## config.mk

```make
export PLATFORM = sky130hd
export DESIGN_NAME = ppio_regs
export DESIGN_NICKNAME = d
export VERILOG_FILES = /design/src/rtl/ppio_pkg.sv /design/src/rtl/ppio_strobe.sv /design/src/rtl/ppio_ctrl.sv /design/src/rtl/ppio_latch.sv /design/src/rtl/ppio_regs.sv
export SDC_FILE = /design/constraint.sdc
export NUM_CORES = 1
export LEC_CHECK = 0
export ABC_AREA = 1
export ABC_CLOCK_PERIOD_IN_PS = 1700
export BUFFER_PORTS_ARGS = -buffer_cell sky130_fd_sc_hd__buf_2
export CORE_ASPECT_RATIO = 1.4
export CORE_MARGIN = 5
export CORE_UTILIZATION = 49
export CTS_CLUSTER_SIZE = 12
export DETAILED_ROUTE_END_ITERATION = 7
export GPL_TIMING_DRIVEN = 0
export PLACE_DENSITY_LB_ADDON = 0.3
export SYNTH_ARGS = -nofsm -noshare
export SYNTH_HDL_FRONTEND = slang
export SYNTH_SLANG_ARGS = --single-unit
```

## constraint.sdc

```tcl
create_clock -name clk -period 1.7 [get_ports clk]
set_input_delay 0.085 -clock clk [delete_from_list [all_inputs] [get_ports clk]]
set_output_delay 0.085 -clock clk [all_outputs]
set_load 0.01 [all_outputs]
```

## src/rtl/ppio_pkg.sv

```systemverilog
package ppio_pkg;

    localparam int DATA_W    = 8;
    localparam int HALF_W    = DATA_W / 2;
    localparam int LINE_W    = $clog2(DATA_W);
    localparam int NUM_PORTS = 3;
    localparam int SEL_W     = 2;

    localparam logic [SEL_W-1:0] SEL_A    = 2'b00;
    localparam logic [SEL_W-1:0] SEL_B    = 2'b01;
    localparam logic [SEL_W-1:0] SEL_C    = 2'b10;
    localparam logic [SEL_W-1:0] SEL_CTRL = 2'b11;

    // Command word field positions
    localparam int CMD_KIND_BIT = 7;
    localparam int DIR_A_BIT    = 4;
    localparam int DIR_CHI_BIT  = 3;
    localparam int DIR_B_BIT    = 1;
    localparam int DIR_CLO_BIT  = 0;

    localparam logic [DATA_W-1:0] MODE_AT_RESET = 8'h9B;

    typedef struct packed {
        logic a_in;
        logic b_in;
        logic chi_in;
        logic clo_in;
    } dir_t;

    function automatic logic mode_word_ok(input logic [DATA_W-1:0] w);
        return w[CMD_KIND_BIT] && (w[6:5] == 2'b00) && !w[2];
    endfunction

    function automatic dir_t mode_dirs(input logic [DATA_W-1:0] w);
        dir_t d;
        d.a_in   = w[DIR_A_BIT];
        d.b_in   = w[DIR_B_BIT];
        d.chi_in = w[DIR_CHI_BIT];
        d.clo_in = w[DIR_CLO_BIT];
        return d;
    endfunction

endpackage

```

## src/rtl/ppio_strobe.sv

```systemverilog
module ppio_strobe (
    input  logic clk,
    input  logic rst_n,
    input  logic cs_n,
    input  logic wr_n,
    output logic wr_pulse
);

    typedef struct packed {
        logic held;
    } strobe_st_t;

    strobe_st_t st_d, st_q;
    logic       wr_active;

    always_comb begin
        st_d      = st_q;
        wr_active = !cs_n && !wr_n;
        st_d.held = wr_active;
        wr_pulse  = wr_active && !st_q.held;
    end

    always_ff @(posedge clk or negedge rst_n) begin
        if (!rst_n) st_q <= '0;
        else        st_q <= st_d;
    end


    single_commit_chk: assert property (@(posedge clk) disable iff (!rst_n)
        wr_pulse |=> !wr_pulse);


    cs_guard_chk: assert property (@(posedge clk) disable iff (!rst_n)
        cs_n |-> !wr_pulse);

endmodule

```

## src/rtl/ppio_ctrl.sv

```systemverilog
module ppio_ctrl
    import ppio_pkg::*;
(
    input  logic              clk,
    input  logic              rst_n,
    input  logic              wr_pulse,
    input  logic [SEL_W-1:0]  sel,
    input  logic [DATA_W-1:0] wdata,
    output logic [DATA_W-1:0] mode_word,
    output dir_t              dirs,
    output logic              clr_all,
    output logic              line_en,
    output logic [LINE_W-1:0] line_idx,
    output logic              line_val
);

    typedef struct packed {
        logic [DATA_W-1:0] mode;
    } ctrl_st_t;

    ctrl_st_t st_d, st_q;
    logic     ctrl_wr;
    logic     is_mode;

    always_comb begin
        st_d     = st_q;
        ctrl_wr  = wr_pulse && (sel == SEL_CTRL);
        is_mode  = wdata[CMD_KIND_BIT];
        clr_all  = ctrl_wr && is_mode && mode_word_ok(wdata);
        line_en  = ctrl_wr && !is_mode;
        line_idx = wdata[LINE_W:1];
        line_val = wdata[0];
        if (clr_all) st_d.mode = wdata;
    end

    always_ff @(posedge clk or negedge rst_n) begin
        if (!rst_n) st_q <= '{mode: MODE_AT_RESET};
        else        st_q <= st_d;
    end

    assign mode_word = st_q.mode;
    assign dirs      = mode_dirs(st_q.mode);


    mode_load_chk: assert property (@(posedge clk) disable iff (!rst_n)
        (wr_pulse && sel == SEL_CTRL && wdata[7] && wdata[6:5] == 2'b00 && !wdata[2])
        |=> (mode_word == $past(wdata)));


    bad_mode_kept_chk: assert property (@(posedge clk) disable iff (!rst_n)
        (wr_pulse && sel == SEL_CTRL && wdata[7] && (wdata[6] || wdata[5] || wdata[2]))
        |=> $stable(mode_word));


    line_cmd_keeps_mode_chk: assert property (@(posedge clk) disable iff (!rst_n)
        (wr_pulse && sel == SEL_CTRL && !wdata[7]) |=> $stable(mode_word));

endmodule

```

## src/rtl/ppio_latch.sv

```systemverilog
module ppio_latch #(
    parameter int W      = 8,
    parameter int IDX_W  = $clog2(W)
) (
    input  logic             clk,
    input  logic             rst_n,
    input  logic             clr,
    input  logic             load,
    input  logic [W-1:0]     load_val,
    input  logic             bit_en,
    input  logic [IDX_W-1:0] bit_idx,
    input  logic             bit_val,
    output logic [W-1:0]     q
);

    typedef struct packed {
        logic [W-1:0] val;
    } latch_st_t;

    latch_st_t st_d, st_q;

    always_comb begin
        st_d = st_q;
        if (clr)         st_d.val          = '0;
        else if (load)   st_d.val          = load_val;
        else if (bit_en) st_d.val[bit_idx] = bit_val;
    end

    always_ff @(posedge clk or negedge rst_n) begin
        if (!rst_n) st_q <= '0;
        else        st_q <= st_d;
    end

    assign q = st_q.val;


    clear_zero_chk: assert property (@(posedge clk) disable iff (!rst_n)
        clr |=> (q == '0));


    line_target_chk: assert property (@(posedge clk) disable iff (!rst_n)
        (bit_en && !clr && !load) |=> (q[$past(bit_idx)] == $past(bit_val)));


    line_neighbours_chk: assert property (@(posedge clk) disable iff (!rst_n)
        (bit_en && !clr && !load)
        |=> (((q ^ $past(q)) & ~(W'(1) << $past(bit_idx))) == '0));


    idle_hold_chk: assert property (@(posedge clk) disable iff (!rst_n)
        (!clr && !load && !bit_en) |=> $stable(q));

endmodule

```

## src/rtl/ppio_regs.sv

```systemverilog
module ppio_regs
    import ppio_pkg::*;
(
    input  logic              clk,
    input  logic              rst_n,
    input  logic              cs_n,
    input  logic              rd_n,
    input  logic              wr_n,
    input  logic [1:0]        sel,
    input  logic [7:0]        wdata,
    output logic [7:0]        rdata,
    output logic              rdata_oe,
    input  logic [7:0]        pa_in,
    output logic [7:0]        pa_out,
    output logic [7:0]        pa_oe,
    input  logic [7:0]        pb_in,
    output logic [7:0]        pb_out,
    output logic [7:0]        pb_oe,
    input  logic [7:0]        pc_in,
    output logic [7:0]        pc_out,
    output logic [7:0]        pc_oe
);

    localparam int PORT_C_IDX = 2;

    logic              wr_pulse;
    logic [DATA_W-1:0] mode_word;
    dir_t              dirs;
    logic              clr_all;
    logic              line_en;
    logic [LINE_W-1:0] line_idx;
    logic              line_val;
    logic [DATA_W-1:0] latch_q [NUM_PORTS];
    logic [DATA_W-1:0] rd_mux;

    ppio_strobe u_strobe (
        .clk      (clk),
        .rst_n    (rst_n),
        .cs_n     (cs_n),
        .wr_n     (wr_n),
        .wr_pulse (wr_pulse)
    );

    ppio_ctrl u_ctrl (
        .clk       (clk),
        .rst_n     (rst_n),
        .wr_pulse  (wr_pulse),
        .sel       (sel),
        .wdata     (wdata),
        .mode_word (mode_word),
        .dirs      (dirs),
        .clr_all   (clr_all),
        .line_en   (line_en),
        .line_idx  (line_idx),
        .line_val  (line_val)
    );

    for (genvar i = 0; i < NUM_PORTS; i++) begin : g_port
        ppio_latch #(.W(DATA_W)) u_latch (
            .clk      (clk),
            .rst_n    (rst_n),
            .clr      (clr_all),
            .load     (wr_pulse && (sel == SEL_W'(i))),
            .load_val (wdata),
            .bit_en   ((i == PORT_C_IDX) ? line_en : 1'b0),
            .bit_idx  (line_idx),
            .bit_val  (line_val),
            .q        (latch_q[i])
        );
    end

    assign pa_out = latch_q[0];
    assign pb_out = latch_q[1];
    assign pc_out = latch_q[PORT_C_IDX];

    assign pa_oe = {DATA_W{!dirs.a_in}};
    assign pb_oe = {DATA_W{!dirs.b_in}};
    assign pc_oe = {{HALF_W{!dirs.chi_in}}, {HALF_W{!dirs.clo_in}}};

    always_comb begin
        rd_mux = '0;
        case (sel)
            SEL_A: rd_mux = dirs.a_in ? pa_in : latch_q[0];
            SEL_B: rd_mux = dirs.b_in ? pb_in : latch_q[1];
            SEL_C: begin
                rd_mux[DATA_W-1:HALF_W] = dirs.chi_in ? pc_in[DATA_W-1:HALF_W]
                                                      : latch_q[PORT_C_IDX][DATA_W-1:HALF_W];
                rd_mux[HALF_W-1:0]      = dirs.clo_in ? pc_in[HALF_W-1:0]
                                                      : latch_q[PORT_C_IDX][HALF_W-1:0];
            end
            default: rd_mux = mode_word;
        endcase
    end

    assign rdata_oe = !cs_n && !rd_n;
    assign rdata    = rdata_oe ? rd_mux : '0;


    read_idle_chk: assert property (@(posedge clk) disable iff (!rst_n)
        (cs_n || rd_n) |-> (rdata == 8'h00 && !rdata_oe));


    half_uniform_chk: assert property (@(posedge clk) disable iff (!rst_n)
        ($countones(pc_oe[7:4]) inside {0, 4}) && ($countones(pc_oe[3:0]) inside {0, 4}));


    input_passthru_chk: assert property (@(posedge clk) disable iff (!rst_n)
        (!cs_n && !rd_n && sel == 2'b00 && pa_oe == 8'h00) |-> (rdata == pa_in));


    clear_all_chk: assert property (@(posedge clk) disable iff (!rst_n)
        (wr_pulse && sel == 2'b11 && wdata[7] && wdata[6:5] == 2'b00 && !wdata[2])
        |=> (pa_out == 8'h00 && pb_out == 8'h00 && pc_out == 8'h00));

endmodule

```

; ---- After elaboration in Yosys (flattened, before gate mapping)
; Index checks and enable logic that the tools add are counted.
[classes]
magnitude_cmp = 2
n_eq_ne = 3
muxes = 16
n_reduce_logical = 28
[op_table]
columns = operator, count
row1 = 8-bit two-way mux, 10
row2 = 8-bit case mux with 3 select lines, 1
row3 = 1-bit logical AND, 13
row4 = 1-bit zero test, 10
row5 = 8-bit bitwise mux, 1
row6 = 4-bit two-way mux, 2
row7 = 2-bit == test (second input constant), 2
row8 = 2-bit zero test, 2
row9 = 3-bit by 4-bit < comparator with 1-bit output (second input constant), 1
row10 = 2-bit nonzero test, 2
row11 = 1-bit demux with 3-bit select, 1
row12 = 3-bit by 1-bit >= comparator with 1-bit output (second input constant), 1
row13 = 3-bit nonzero test, 1
row14 = 2-bit by 1-bit == test with 1-bit output (second input constant), 1
row15 = 1-bit two-way mux, 1
[word_totals]
register_bits = 33
input_bits = 39
out_inout_bits = 57
elab_cells = 54

; ---- Depth between registers and ports, before layout
; Gate-level depths: netlist of the first run.
[depth]
word_depth = 8
mapped_depth = 10
depth_no_buf = 9

; ---- Hierarchy
; A second synthesis of the first run with hierarchy kept.
[hier_totals]
cells_unflattened = 519
area_unflattened_um2 = 3126.7
[by_module_without_submodules]
columns = module, instances, cells_per_inst, area_each_um2, seq_area_each_um2
row1 = ppio_latch, 3, 90, 601.8, 200.2
row2 = ppio_regs, 1, 191, 839.6, 0.0
row3 = ppio_ctrl, 1, 52, 432.9, 206.4
row4 = ppio_strobe, 1, 6, 48.8, 25.0

; ---- Worst setup path after synthesis of the first run
; Ideal clock, no wire load.
[synth_path]
path_type = flip-flop to output port
startpoint = register u_ctrl.st_q, in the netlist u_ctrl.mode_word[1]
endpoint = output rdata[4]
arrival_ps = 1387
required_time_ps = 1615
path_slack_ps = 228
path_stages_with_launch = 7
n_path_buf = 1
cell_sequence = dfstp_2 inv_1 buf_1 o21ai_0 o21ai_0 nor2_1 nor2_1
[synth_between]
elab_chain_cells = 3
[synth_rtl]
columns = element, line_no
row1 = start: declaration, ppio_ctrl.sv:21  ; ctrl_st_t st_d, st_q;
row2 = start signal: assignment, ppio_ctrl.sv:37  ; if (!rst_n) st_q <= '{mode: MODE_AT_RESET};
row3 = start signal: assignment, ppio_ctrl.sv:38  ; else st_q <= st_d;
row4 = 8-bit two-way mux, ppio_regs.sv:84  ; SEL_B: rd_mux = dirs.b_in ? pb_in : latch_q[1];
row5 = 8-bit case mux with 3 select lines, ppio_regs.sv:82  ; case (sel)
row6 = 8-bit two-way mux, ppio_regs.sv:96  ; assign rdata = rdata_oe ? rd_mux : '0;
row7 = end: declaration, ppio_regs.sv:11  ; output logic [7:0] rdata,
; Every way passes these cells.

; ---- Final worst setup path of the first run
[layout_path]
startpoint = register u_ctrl.st_q, in the netlist u_ctrl.mode_word[1]
endpoint = output rdata[7]
; Same word-level chain as after synthesis.

==> metrics.md, run 1 <==
| Metric | Value |
|---|---|
| Synthesized area per cell | `6.628 sq um` |
| Starting Density | `50.74%` |
| Worst Hold Class | `input pin to flip-flop` |
| Fin. Hold Viols | `0` |
| Drt pass-1 iters | `5` |
| Period minus WS final | `1.728 ns` |
| Failing checks | `setup timing` |
| Highest Signal Layer | `met4` |
| Layout cells sized above 1 | `35.84%` |
| GRT Overall Usage | `25.56%` |
| Seq/Total Area, Yosys | `35.87%` |
| Worst setup margin | `-0.02822 ns` |
| Area delta synth->final | `36.73%` |
| Met1 wire length | `2.933 mm` |
| Pwr Total | `0.002694 W` |
| Most used DFF post-synth | `dfrtp_1` |
| Design Area, Final | `3172 sq um` |
| HPWL after DPL | `5.908 mm` |
| CP Data Arrival Time | `1.64 ns` |
| Register area | `832.0 sq um` |
| Number of synthesized flops with an enable pin | `0` |
| Bufs on Longest Clock Path | `2` |
| Yosys cell types | `26` |
| Clock skew | `0.006208 ns` |
| Routed WL per cell | `15.10 um` |
| Power per Cell Area | `849.3 nW/um^2` |
| Final WL | `7.974 mm` |
| Initial DRC Count | `192` |
| CP Max Fanout | `7` |
| Fill count | `402` |
| Vias in the first global route | `2,583` |
| Max incr delay on CP | `0.56 ns` |
| Final setup vio count | `4` |
| FP Rows | `29` |
| Grt ovf | `0` |
| Worst skew pair latency | `0.29 ns` |
| Crit end category | `output pin` |
| Largest net degree at the start of global routing | `34` |
| CP required | `1.62 ns` |
| Antenna Cells | `0` |
| Fin. max-slew vios | `0` |
| Yosys warning total | `0` |
| Cells along the critical path | `inv_4 > buf_8 > o211ai_1 > o21ai_1 > nor2_1 > nor2_1 > buf_2` |
| Num CTS Buffers | `5` |
| Crit-path most repeated cell | `nor2_1` |
| Number of register bits inferred by synthesis | `33` |
| IO Pins | `96` |
| CTS tree | `yes` |
| Area of the multi-input gates | `1145 sq um` |
| Clk root buf | `clkbuf_8` |
| Final nets | `504` |
| Kind of critical path | `flip-flop to output pin` |
| Most common cell after layout, fill and taps aside | `buf_2` |
| Die Ht | `91.41 um` |
| Slew HR | `48.52%` |
| Slew at the pin with the worst max-slew slack | `0.7722 ns` |
| Die W | `68.15 um` |
| Clock Sinks | `33` |
| Syn_nets | `389` |
| Leak | `1.829 nW` |
| Status | `finished, violations left` |
| Fmax | `578.6 MHz` |
| RSZ-0062 raised after global routing | `true` |
| Met2 WL | `4.052 mm` |
| Dpl ws | `-0.1064 ns` |
| Metal3 WL | `736 um` |
| Floorplan Core Area | `4572 sq um` |
| Via Count | `2,732` |
| Type of element launching the critical path | `flip-flop` |
| Worst vdd ir | `687.3 uV` |
| Slowest stage cell, crit path | `dfstp_2` |
| Die area | `6230 sq um` |
| Initial antenna violation count | `0` |
| Max-cap violations | `0` |
| Period utilisation layout | `101.7%` |
| Clock transition at the registers of the reported paths | `0.08 ns` |
| Leading cell types in the layout, fill and taps excluded | `93 x buf_2, 89 x nand2_1, 56 x nor2_1, 37 x o21ai_0, 33 x buf_4` |
| DRC errors left | `0` |
| Number of port buffers | `92` |
| RePlAce Congestion | `0.9351` |
| Gate Count Post-Synth | `350` |
| Post-Syn Area | `2320 sq um` |
| Ys async rst share | `100.0%` |
| First-pass GRT wire length | `12.12 mm` |
| H-tree depth | `2` |
| Vias/cell | `5.174` |
| Area after DPL | `2858 sq um` |
| Routed Antenna Nets | `0` |
## what timing repair did
| item | 4_1_cts | 5_1_grt |
|---|---|---|
| hold buffers | 2 | 0 |
| endpoints found under the hold margin | 29 | 0 |
| setup endpoints to repair | 22 | 15 |
| gates resized for setup | 15 | 15 |
| gates cloned | 0 | 2 |
| pin swaps | 3 | 10 |
| buffers inserted | 9 | 4 |
## metrics by stage
step                utilization [%]  hold WS, ns   TNS, ns  instances
floorplan                         -      -0.2106         0        350
global placement              62.51       0.1900   -0.1742        504
detailed placement            62.51       0.1995   -0.3219        504
CTS                           67.46     0.009530  -0.04277        522
global route                  69.38      0.01170   -0.7115        528
finish                        69.38      0.01667  -0.06594        528
## cells in the mapped netlist (all sizes together) (2+ instances only)
cell,instances,share of area [%]
nand2,92,15
nand3,29,6.7
dfrtp,28,30
dfstp,5,5.7
clkbuf,4,0.65
o21ai,50,11
nor2,61,11
o211ai,6,1.9
nand4,4,1.1
nor3,2,0.43
buf,28,9.1
a21oi,2,0.43
nand3b,2,0.65
inv,34,5.5
## path summary, 6_finish.rpt
| check | from | endpoint | slack [ns] | depth (start not counted) |
|---|---|---|---|---|
| hold reg to reg | u_ctrl.mode_word[6]$_DFFE_PN0P_ | u_ctrl.mode_word[6]$_DFFE_PN0P_ | 0.49 | 2 |
| setup reg to reg | u_strobe.st_q$_DFF_PN0_ | g_port[2].u_latch.q[2]$_DFFE_PN0P_ | 0.23 | 8 |
| hold / removal | cs_n | u_strobe.st_q$_DFF_PN0_ | 0.02 | 2 |
| setup / recovery | u_ctrl.mode_word[1]$_DFFE_PN1P_ | rdata[7] | -0.03 | 7 |
| max in group asynchronous | rst_n | g_port[1].u_latch.q[6]$_DFFE_PN0P_ | 0.80 | 2 |
| min in group asynchronous | rst_n | g_port[1].u_latch.q[2]$_DFFE_PN0P_ | 0.40 | 2 |
## metal layers
metal	vias to the layer above	GRT usage, %
li1	1334	-
met1	1221	28.92
met2	153	44.65
met3	24	5.802
met4	0	10.28
met5	-	0
## cell type report
| cell class | count | area share (%) |
|---|---|---|
| multi-input combinational | 250 | 36.09 |
| sequential | 33 | 26.23 |
| timing repair buffer | 109 | 19.49 |
| buffer | 31 | 7.613 |
| inverter | 35 | 4.497 |
| tap | 62 | 2.446 |
| clock buffer | 5 | 2.170 |
| clock inverter | 3 | 1.460 |
## where the power goes
| part | internal, W | switching (W) | total, W |
|---|---|---|---|
| clock network | 0.000439 | 0.000318 | 0.000757 |
| logic | 0.000409 | 0.000497 | 0.000906 |
| registers | 0.000924 | 0.000107 | 0.00103 |
## logic make-up (layout without fill, tap and decap cells)
logic type | Yosys count | in the layout | synth area share, %
and+or+nand+nor | 192 | 192 | 35.54
buffers and inverters | 67 | 183 | 15.43
AOI/OAI and AO/OA | 58 | 58 | 13.16
DFF | 33 | 33 | 35.87
## state kept, by name, indices dropped and copies added, names as in the netlist
name and count:
u_ctrl.mode_word 8, g_port.u_latch.q 24, u_strobe.st_q 1
## critical path, delay by kind of cell, from the launching register on
family / cells / cell delay, ns
flops: 1 / 0.56
compound gates: 2 / 0.26
buf+inv: 3 / 0.32
simple gates: 2 / 0.21
(Power assumes the default switching activity.)
==> inputs of run 2 (changes only) <==
--- a/config.mk
+++ b/config.mk
@@ -15,6 +15,8 @@
 export DETAILED_ROUTE_END_ITERATION = 7
 export GPL_TIMING_DRIVEN = 0
 export PLACE_DENSITY_LB_ADDON = 0.3
+export REMOVE_ABC_BUFFERS = 1
+export SLEW_MARGIN = 20
 export SYNTH_ARGS = -nofsm -noshare
 export SYNTH_HDL_FRONTEND = slang
 export SYNTH_SLANG_ARGS = --single-unit
==> metrics.md, run 2 (synthesis results as in run 1) <==
| Metric | Value |
|---|---|
| Status | `finished, violations left` |
| Failing checks | `setup timing` |
| Leading cell types in the layout, fill and taps excluded | `96 x buf_2, 88 x nand2_1, 55 x nor2_1, 37 x o21ai_0, 31 x inv_1` |
| RSZ-0062 raised after global routing | `true` |
| Die W | `68.15 um (unchanged)` |
| Grt ovf | `0 (unchanged)` |
| Power per Cell Area | `826.4 nW/um^2 (-2.7%)` |
| Clk root buf | `clkbuf_8` |
| Post-Layout Cell Count | `496 (-6.1%)` |
| Fin. Hold Viols | `0 (unchanged)` |
| Sequential power share | `43.0% (+4.7 points)` |
| Comb pwr share | `32.8% (-0.8 points)` |
| Routed Antenna Nets | `0 (unchanged)` |
| Max-cap violations | `0 (unchanged)` |
| Critical path startpoint | `u_ctrl.mode_word[1]$_DFFE_PN1P_` |
| Vias in the first global route | `2,523 (-2.3%)` |
| Slew HR | `49.51% (+0.99 points)` |
| Drt pass-1 iters | `5 (unchanged)` |
| Hold_ws | `0.06208 ns (+0.04541 ns)` |
| Leak | `1.668 nW (-8.8%)` |
| CP Data Arrival Time | `1.73 ns (+0.09 ns)` |
| Layout cells sized above 1 | `31.34% (-4.5 points)` |
| Max reg flops | `24 (unchanged)` |
| Vias/cell | `5.333 (+3.1%)` |
| Routed WL per cell | `14.67 um (-2.9%)` |
| Kind of critical path | `flip-flop to output pin` |
| Clock Sinks | `33 (unchanged)` |
| H-tree depth | `2 (unchanged)` |
| Clock transition at the registers of the reported paths | `0.07 ns (about the same)` |
| FP Rows | `29 (unchanged)` |
| Placed Cells | `475 (-5.8%)` |
| Worst setup margin | `-0.1121 ns (-0.08391 ns)` |
| Largest net degree at the start of global routing | `34 (unchanged)` |
| Fmax | `551.8 MHz (-4.6%)` |
| Worst vdd ir | `477.0 uV (-31%)` |
| Floorplan Core Area | `4572 sq um (unchanged)` |
| First-pass GRT wire length | `11.70 mm (-3.5%)` |
| Slew at the pin with the worst max-slew slack | `0.7573 ns (-0.01483 ns)` |
| Number of port buffers | `95 (+3.3%)` |
| Pwr Total | `0.002379 W (-12%)` |
| Psw | `0.0008572 W (-7.1%)` |
| Type of element launching the critical path | `flip-flop` |
| Clock share of power | `24.2% (-3.9 points)` |
| Fin. max-slew vios | `0 (unchanged)` |
| IO Pins | `96 (unchanged)` |
| Initial DRC Count | `97 (-49%)` |
| Area delta synth->final | `24.11%` |
| Period utilisation layout | `106.6% (+4.9 points)` |
| Sw Ratio | `36.03% (+1.8 points)` |
| Antenna Cells | `0 (unchanged)` |
| Worst Hold Class | `input pin to flip-flop` |
| Period minus WS final | `1.812 ns (+0.08391 ns)` |
| Die area | `6230 sq um (unchanged)` |
| DRC errors left | `0 (unchanged)` |
| Initial antenna violation count | `0 (unchanged)` |
| Hold endpoint | `u_ctrl.mode_word[4]$_DFFE_PN1P_` |
| Final WL | `7.277 mm (-8.7%)` |
| Reg2reg setup slack | `0.14 ns (-0.09 ns)` |
| Min-delay src | `wdata[4]` |
| Setup TNS | `-0.6925 ns (-0.6265 ns)` |
| CP Max Fanout | `5 (-2)` |
| Starting Density | `50.74% (unchanged)` |
| HPWL after DPL | `5.385 mm (-8.9%)` |
| Worst skew pair latency | `0.29 ns (about the same)` |
| GRT Overall Usage | `24.48% (-1.1 points)` |
| Bufs on Longest Clock Path | `2 (unchanged)` |
| R2r worst-path depth | `8 (unchanged)` |
| Clock skew | `0.004778 ns (-0.001430 ns)` |
| Hold Path Cell Cnt | `3 (+1)` |
| RR Startpoint | `u_strobe.st_q$_DFF_PN0_` |
| Final nets | `472 (-6.3%)` |
| Reg2Reg Capture Point | `g_port[1].u_latch.q[4]$_DFFE_PN0P_` |
| Most common cell after layout, fill and taps aside | `buf_2` |
| CTS tree | `yes` |
| RePlAce Congestion | `0.8927 (-4.5%)` |
| P_int | `0.001522 W (-14%)` |
| Die Ht | `91.41 um (unchanged)` |
| Num CTS Buffers | `5 (unchanged)` |
| CP required | `1.62 ns (about the same)` |
| Dpl ws | `-0.1565 ns (-0.05008 ns)` |
| Crit end category | `output pin` |
| Via Count | `2,645 (-3.2%)` |
| Final setup vio count | `8 (+4)` |
[run 2: worst max-delay path: stages, from the launching register on]
cell        delay, ns
dfstp_2          0.61
buf_12           0.12
clkinvlp_4       0.14
o211ai_1         0.21
nand3_1          0.10
nand3_1          0.08
inv_1            0.04
buf_2            0.13
[run 2: worst max-delay path by stage]
stage / endpoint / slack (ns)
6_report: rdata[0] / -0.11
5_1_grt: rdata[0] / -0.21
4_1_cts: rdata[2] / -0.10
3_5_place_dp: g_port[1].u_latch.q[4]$_DFFE_PN0P_ / -0.16
3_3_place_gp: g_port[1].u_latch.q[4]$_DFFE_PN0P_ / -0.10
2_1_floorplan: rdata[3] / 0.04
[run 2: stage by stage]
stage	instance area (sq um)	util, %
global placement	2648	57.91
detailed placement	2648	57.91
finish	2879	62.97
CTS	2864	62.64
floorplan	2095	-
global route	2879	62.97
[run 2: final cells by class]
cell class / instances / area (sq um)
clock inverter: 2 / 10.01
tap: 62 / 77.57
inverter: 35 / 140.1
fill: 443 / 1693
timing repair buffer: 106 / 580.6
multi-input combinational: 250 / 1151
sequential: 33 / 832.0
clock buffer: 6 / 72.57
timing repair inverter: 2 / 15.01
[run 2: power by group through the flow]
stage / clock [W] / combinational, W / sequential (W)
floorplan: 0 / 0.000314 / 0.00107
global route: 0.000613 / 0.000867 / 0.00104
global placement: 0 / 0.000687 / 0.00103
detailed placement: 0 / 0.000700 / 0.00103
CTS: 0.000587 / 0.000774 / 0.00102
finish: 0.000576 / 0.000779 / 0.00102
[run 2: per-layer routing]
metal  wire length [um]  global-route usage (%)  up-vias
li1                   -                       -     1273
met5                  0                       0        -
met3                562                   4.691       24
met2               3813                   42.56      127
met1               2637                   27.48     1221
met4                263                   11.94        0
[run 2: timing repair]
action | in CTS | in global routing
gates cloned | 2 | 0
setup endpoints to repair | 16 | 23
hold buffers | 2 | 0
gates resized for setup | 17 | 7
hold endpoints to repair | 29 | 0
pin swaps | 7 | 5
buffers inserted | 9 | 0
==> inputs of run 3 (changes only) <==
--- a/config.mk
+++ b/config.mk
@@ -11,10 +11,10 @@
 export CORE_ASPECT_RATIO = 1.4
 export CORE_MARGIN = 5
 export CORE_UTILIZATION = 49
-export CTS_CLUSTER_SIZE = 12
 export DETAILED_ROUTE_END_ITERATION = 7
 export GPL_TIMING_DRIVEN = 0
 export PLACE_DENSITY_LB_ADDON = 0.3
+export RECOVER_POWER = 100
 export REMOVE_ABC_BUFFERS = 1
 export SLEW_MARGIN = 20
 export SYNTH_ARGS = -nofsm -noshare
==> metrics.md, run 3 (synthesis results as in run 1) <==
| Metric | Value |
|---|---|
| RePlAce Congestion | `0.8927 (unchanged)` |
| Clk root buf | `clkbuf_8` |
| Final Core Density | `61.49% (-1.5 points)` |
| Final setup vio count | `8 (unchanged)` |
| DRC errors left | `0 (unchanged)` |
| Routed Antenna Nets | `0 (unchanged)` |
| Clock skew | `0.004929 ns (+0.0001510 ns)` |
| Final nets | `472 (unchanged)` |
| Vias/cell | `5.248 (-1.6%)` |
| Fin. Hold Viols | `0 (unchanged)` |
| Area delta synth->final | `21.20%` |
| Max incr delay on CP | `0.60 ns (about the same)` |
| Initial antenna violation count | `0 (unchanged)` |
| Reg2reg setup slack | `0.01 ns (-0.13 ns)` |
| Failing checks | `setup timing` |
| RSZ-0062 raised after global routing | `true` |
| Delay-heaviest family, CP | `flip-flops` |
| Die W | `68.15 um (unchanged)` |
| Critical path startpoint | `u_ctrl.mode_word[0]$_DFFE_PN1P_` |
| Status | `finished, violations left` |
| H-tree depth | `2 (unchanged)` |
| Num CTS Buffers | `5 (unchanged)` |
| CP required | `1.62 ns (about the same)` |
| Layout cells sized above 1 | `21.43% (-9.9 points)` |
| Initial DRC Count | `120 (+24%)` |
| First-pass GRT wire length | `11.70 mm (unchanged)` |
| Leading cell types in the layout, fill and taps excluded | `89 x nand2_1, 55 x nor2_1, 55 x buf_2, 41 x clkbuf_1, 38 x o21ai_0` |
| Slowest stage cell, crit path | `dfstp_1` |
| Max reg flops | `24 (unchanged)` |
| Leak | `1.500 nW (-10%)` |
| Die area | `6230 sq um (unchanged)` |
| Period utilisation layout | `107.1% (+0.51 points)` |
| Fill count | `475 (+7.2%)` |
| Antenna Cells | `0 (unchanged)` |
| Area after DPL | `2648 sq um (unchanged)` |
| Design Area, Final | `2811 sq um (-2.3%)` |
| Final WL | `7.234 mm (-0.59%)` |
| FP Rows | `29 (unchanged)` |
| Die Ht | `91.41 um (unchanged)` |
| HPWL after DPL | `5.385 mm (unchanged)` |
| Kind of critical path | `flip-flop to output pin` |
| CTS tree | `yes` |
| Starting Density | `50.74% (unchanged)` |
| Worst vdd ir | `472.4 uV (-0.96%)` |
| Drt pass-1 iters | `4 (-1)` |
| Period minus WS final | `1.821 ns (+0.008664 ns)` |
| IO Pins | `96 (unchanged)` |
| Type of element launching the critical path | `flip-flop` |
| Register area | `832.0 sq um (unchanged)` |
| CP Data Arrival Time | `1.74 ns (about the same)` |
| Via Count | `2,603 (-1.6%)` |
| Number of port buffers | `95 (unchanged)` |
| GRT Overall Usage | `24.48% (unchanged)` |
| Area of the multi-input gates | `1139 sq um (-1.1%)` |
| Worst skew pair latency | `0.29 ns (about the same)` |
| R2r worst-path depth | `8 (unchanged)` |
| Worst path bufs/invs | `2 (-2)` |
| Setup TNS | `-0.6620 ns (+0.03048 ns)` |
| Clock transition at the registers of the reported paths | `0.07 ns (about the same)` |
| Crit end category | `output pin` |
| Floorplan Core Area | `4572 sq um (unchanged)` |
| Crit-path most repeated cell | `nor2_1` |
| Power per Cell Area | `831.1 nW/um^2 (+0.57%)` |
| Dpl ws | `-0.1565 ns (unchanged)` |
| Slew at the pin with the worst max-slew slack | `0.8339 ns (+0.07658 ns)` |
| Largest net degree at the start of global routing | `34 (unchanged)` |
| Most common cell after layout, fill and taps aside | `nand2_1` |
| Vias in the first global route | `2,523 (unchanged)` |
| Worst Hold Class | `input pin to flip-flop` |
| Fmax | `549.2 MHz (-0.48%)` |
| RR Startpoint | `u_strobe.st_q$_DFF_PN0_` |
| Clock Sinks | `33 (unchanged)` |
| Grt ovf | `0 (unchanged)` |
| Critical path depth | `6 (-1)` |
| Cells along the critical path | `inv_1 > o21ai_0 > o21ai_1 > nor2_1 > nor2_1 > buf_2` |
| Fin. max-slew vios | `0 (unchanged)` |
| Worst setup margin | `-0.1208 ns (-0.008664 ns)` |
| Routed WL per cell | `14.58 um (-0.59%)` |
| Bufs on Longest Clock Path | `2 (unchanged)` |
| CP Max Fanout | `9 (+4)` |
| Slew HR | `44.41% (-5.1 points)` |
| End of the critical path | `rdata[3]` |
| Reg2Reg Capture Point | `g_port[1].u_latch.q[4]$_DFFE_PN0P_` |
| Max-cap violations | `0 (unchanged)` |
run 3: cell count changes in the layout (fill, tap and decap cells not counted):
cell | before | now
o21ai_0 | 37 | 38
buf_2 | 96 | 55
nand2_4 | 2 | 1
o21ai_1 | 13 | 12
nand3_1 | 27 | 28
clkbuf_1 | 1 | 41
dfstp_1 | 0 | 1
buf_4 | 5 | 3
clkbuf_2 | 0 | 3
nand2_1 | 88 | 89
dfstp_2 | 5 | 4
nand3_2 | 2 | 1
run 3: what timing repair did:
item / in CTS / in global routing
cloned: 2 / 0
setup buffers: 9 / 0
hold endpoints to repair: 29 / 0
hold buffers: 2 / 0
pin swaps: 7 / 5
resized for setup: 17 / 7
setup endpoints to repair: 16 / 23
run 3: layer usage:
metal | GRT usage (%) | wire length (um) | vias up
met5 | 0 | 0 | -
met1 | 27.48 | 2663 | 1204
met3 | 4.691 | 548 | 18
met2 | 42.56 | 3820 | 112
met4 | 11.94 | 201 | 0
li1 | - | - | 1269
run 3: worst reg2reg max path, delay by kind of cell (launching register included):
family                 cells  cell delay [ns]
AOI/OAI and AO/OA          1             0.07
DFF                        1             0.36
and+or+nand+nor            5             0.90
buffers and inverters      2             0.23
run 3: final cells by class:
type,instances,area share (%)
flip-flops and latches,33,29.59
repair buffers,106,18.69
clock buffers,6,2.581
repair inverters,2,0.5340
well taps,62,2.759
multi-input cells,250,40.50
inverters,35,4.984
clock inverters,2,0.3560
run 3: how the worst min path moves through the flow:
stage                     depth (start not counted)  slack (ns)                                 end      from
after CTS                                         3        0.05     u_ctrl.mode_word[4]$_DFFE_PN1P_  wdata[4]
after floorplan                                   0       -0.21  g_port[0].u_latch.q[0]$_DFFE_PN0P_     rst_n
after detailed placement                          1        0.20  g_port[0].u_latch.q[4]$_DFFE_PN0P_     rst_n
after global routing                              3        0.08     u_ctrl.mode_word[4]$_DFFE_PN1P_  wdata[4]
final                                             3        0.06     u_ctrl.mode_word[4]$_DFFE_PN1P_  wdata[4]
after global placement                            1        0.19  g_port[0].u_latch.q[4]$_DFFE_PN0P_     rst_n
run 3: metrics by stage:
step | total power [W] | hold WS, ns | instances
2_1_floorplan | 0.001384 | -0.2106 | 318
3_3_place_gp | 0.001719 | 0.1866 | 475
5_1_grt | 0.002477 | 0.08342 | 496
6_report | 0.002337 | 0.06465 | 496
4_1_cts | 0.002382 | 0.05201 | 496
3_5_place_dp | 0.001735 | 0.1962 | 475
run 3: where the power goes:
part / switching [W] / total, W / internal [W]
registers: 0.000103 / 0.00103 / 0.000924
logic: 0.000464 / 0.000733 / 0.000270
clock network: 0.000293 / 0.000577 / 0.000283
total: 0.000860 / 0.00234 / 0.00148
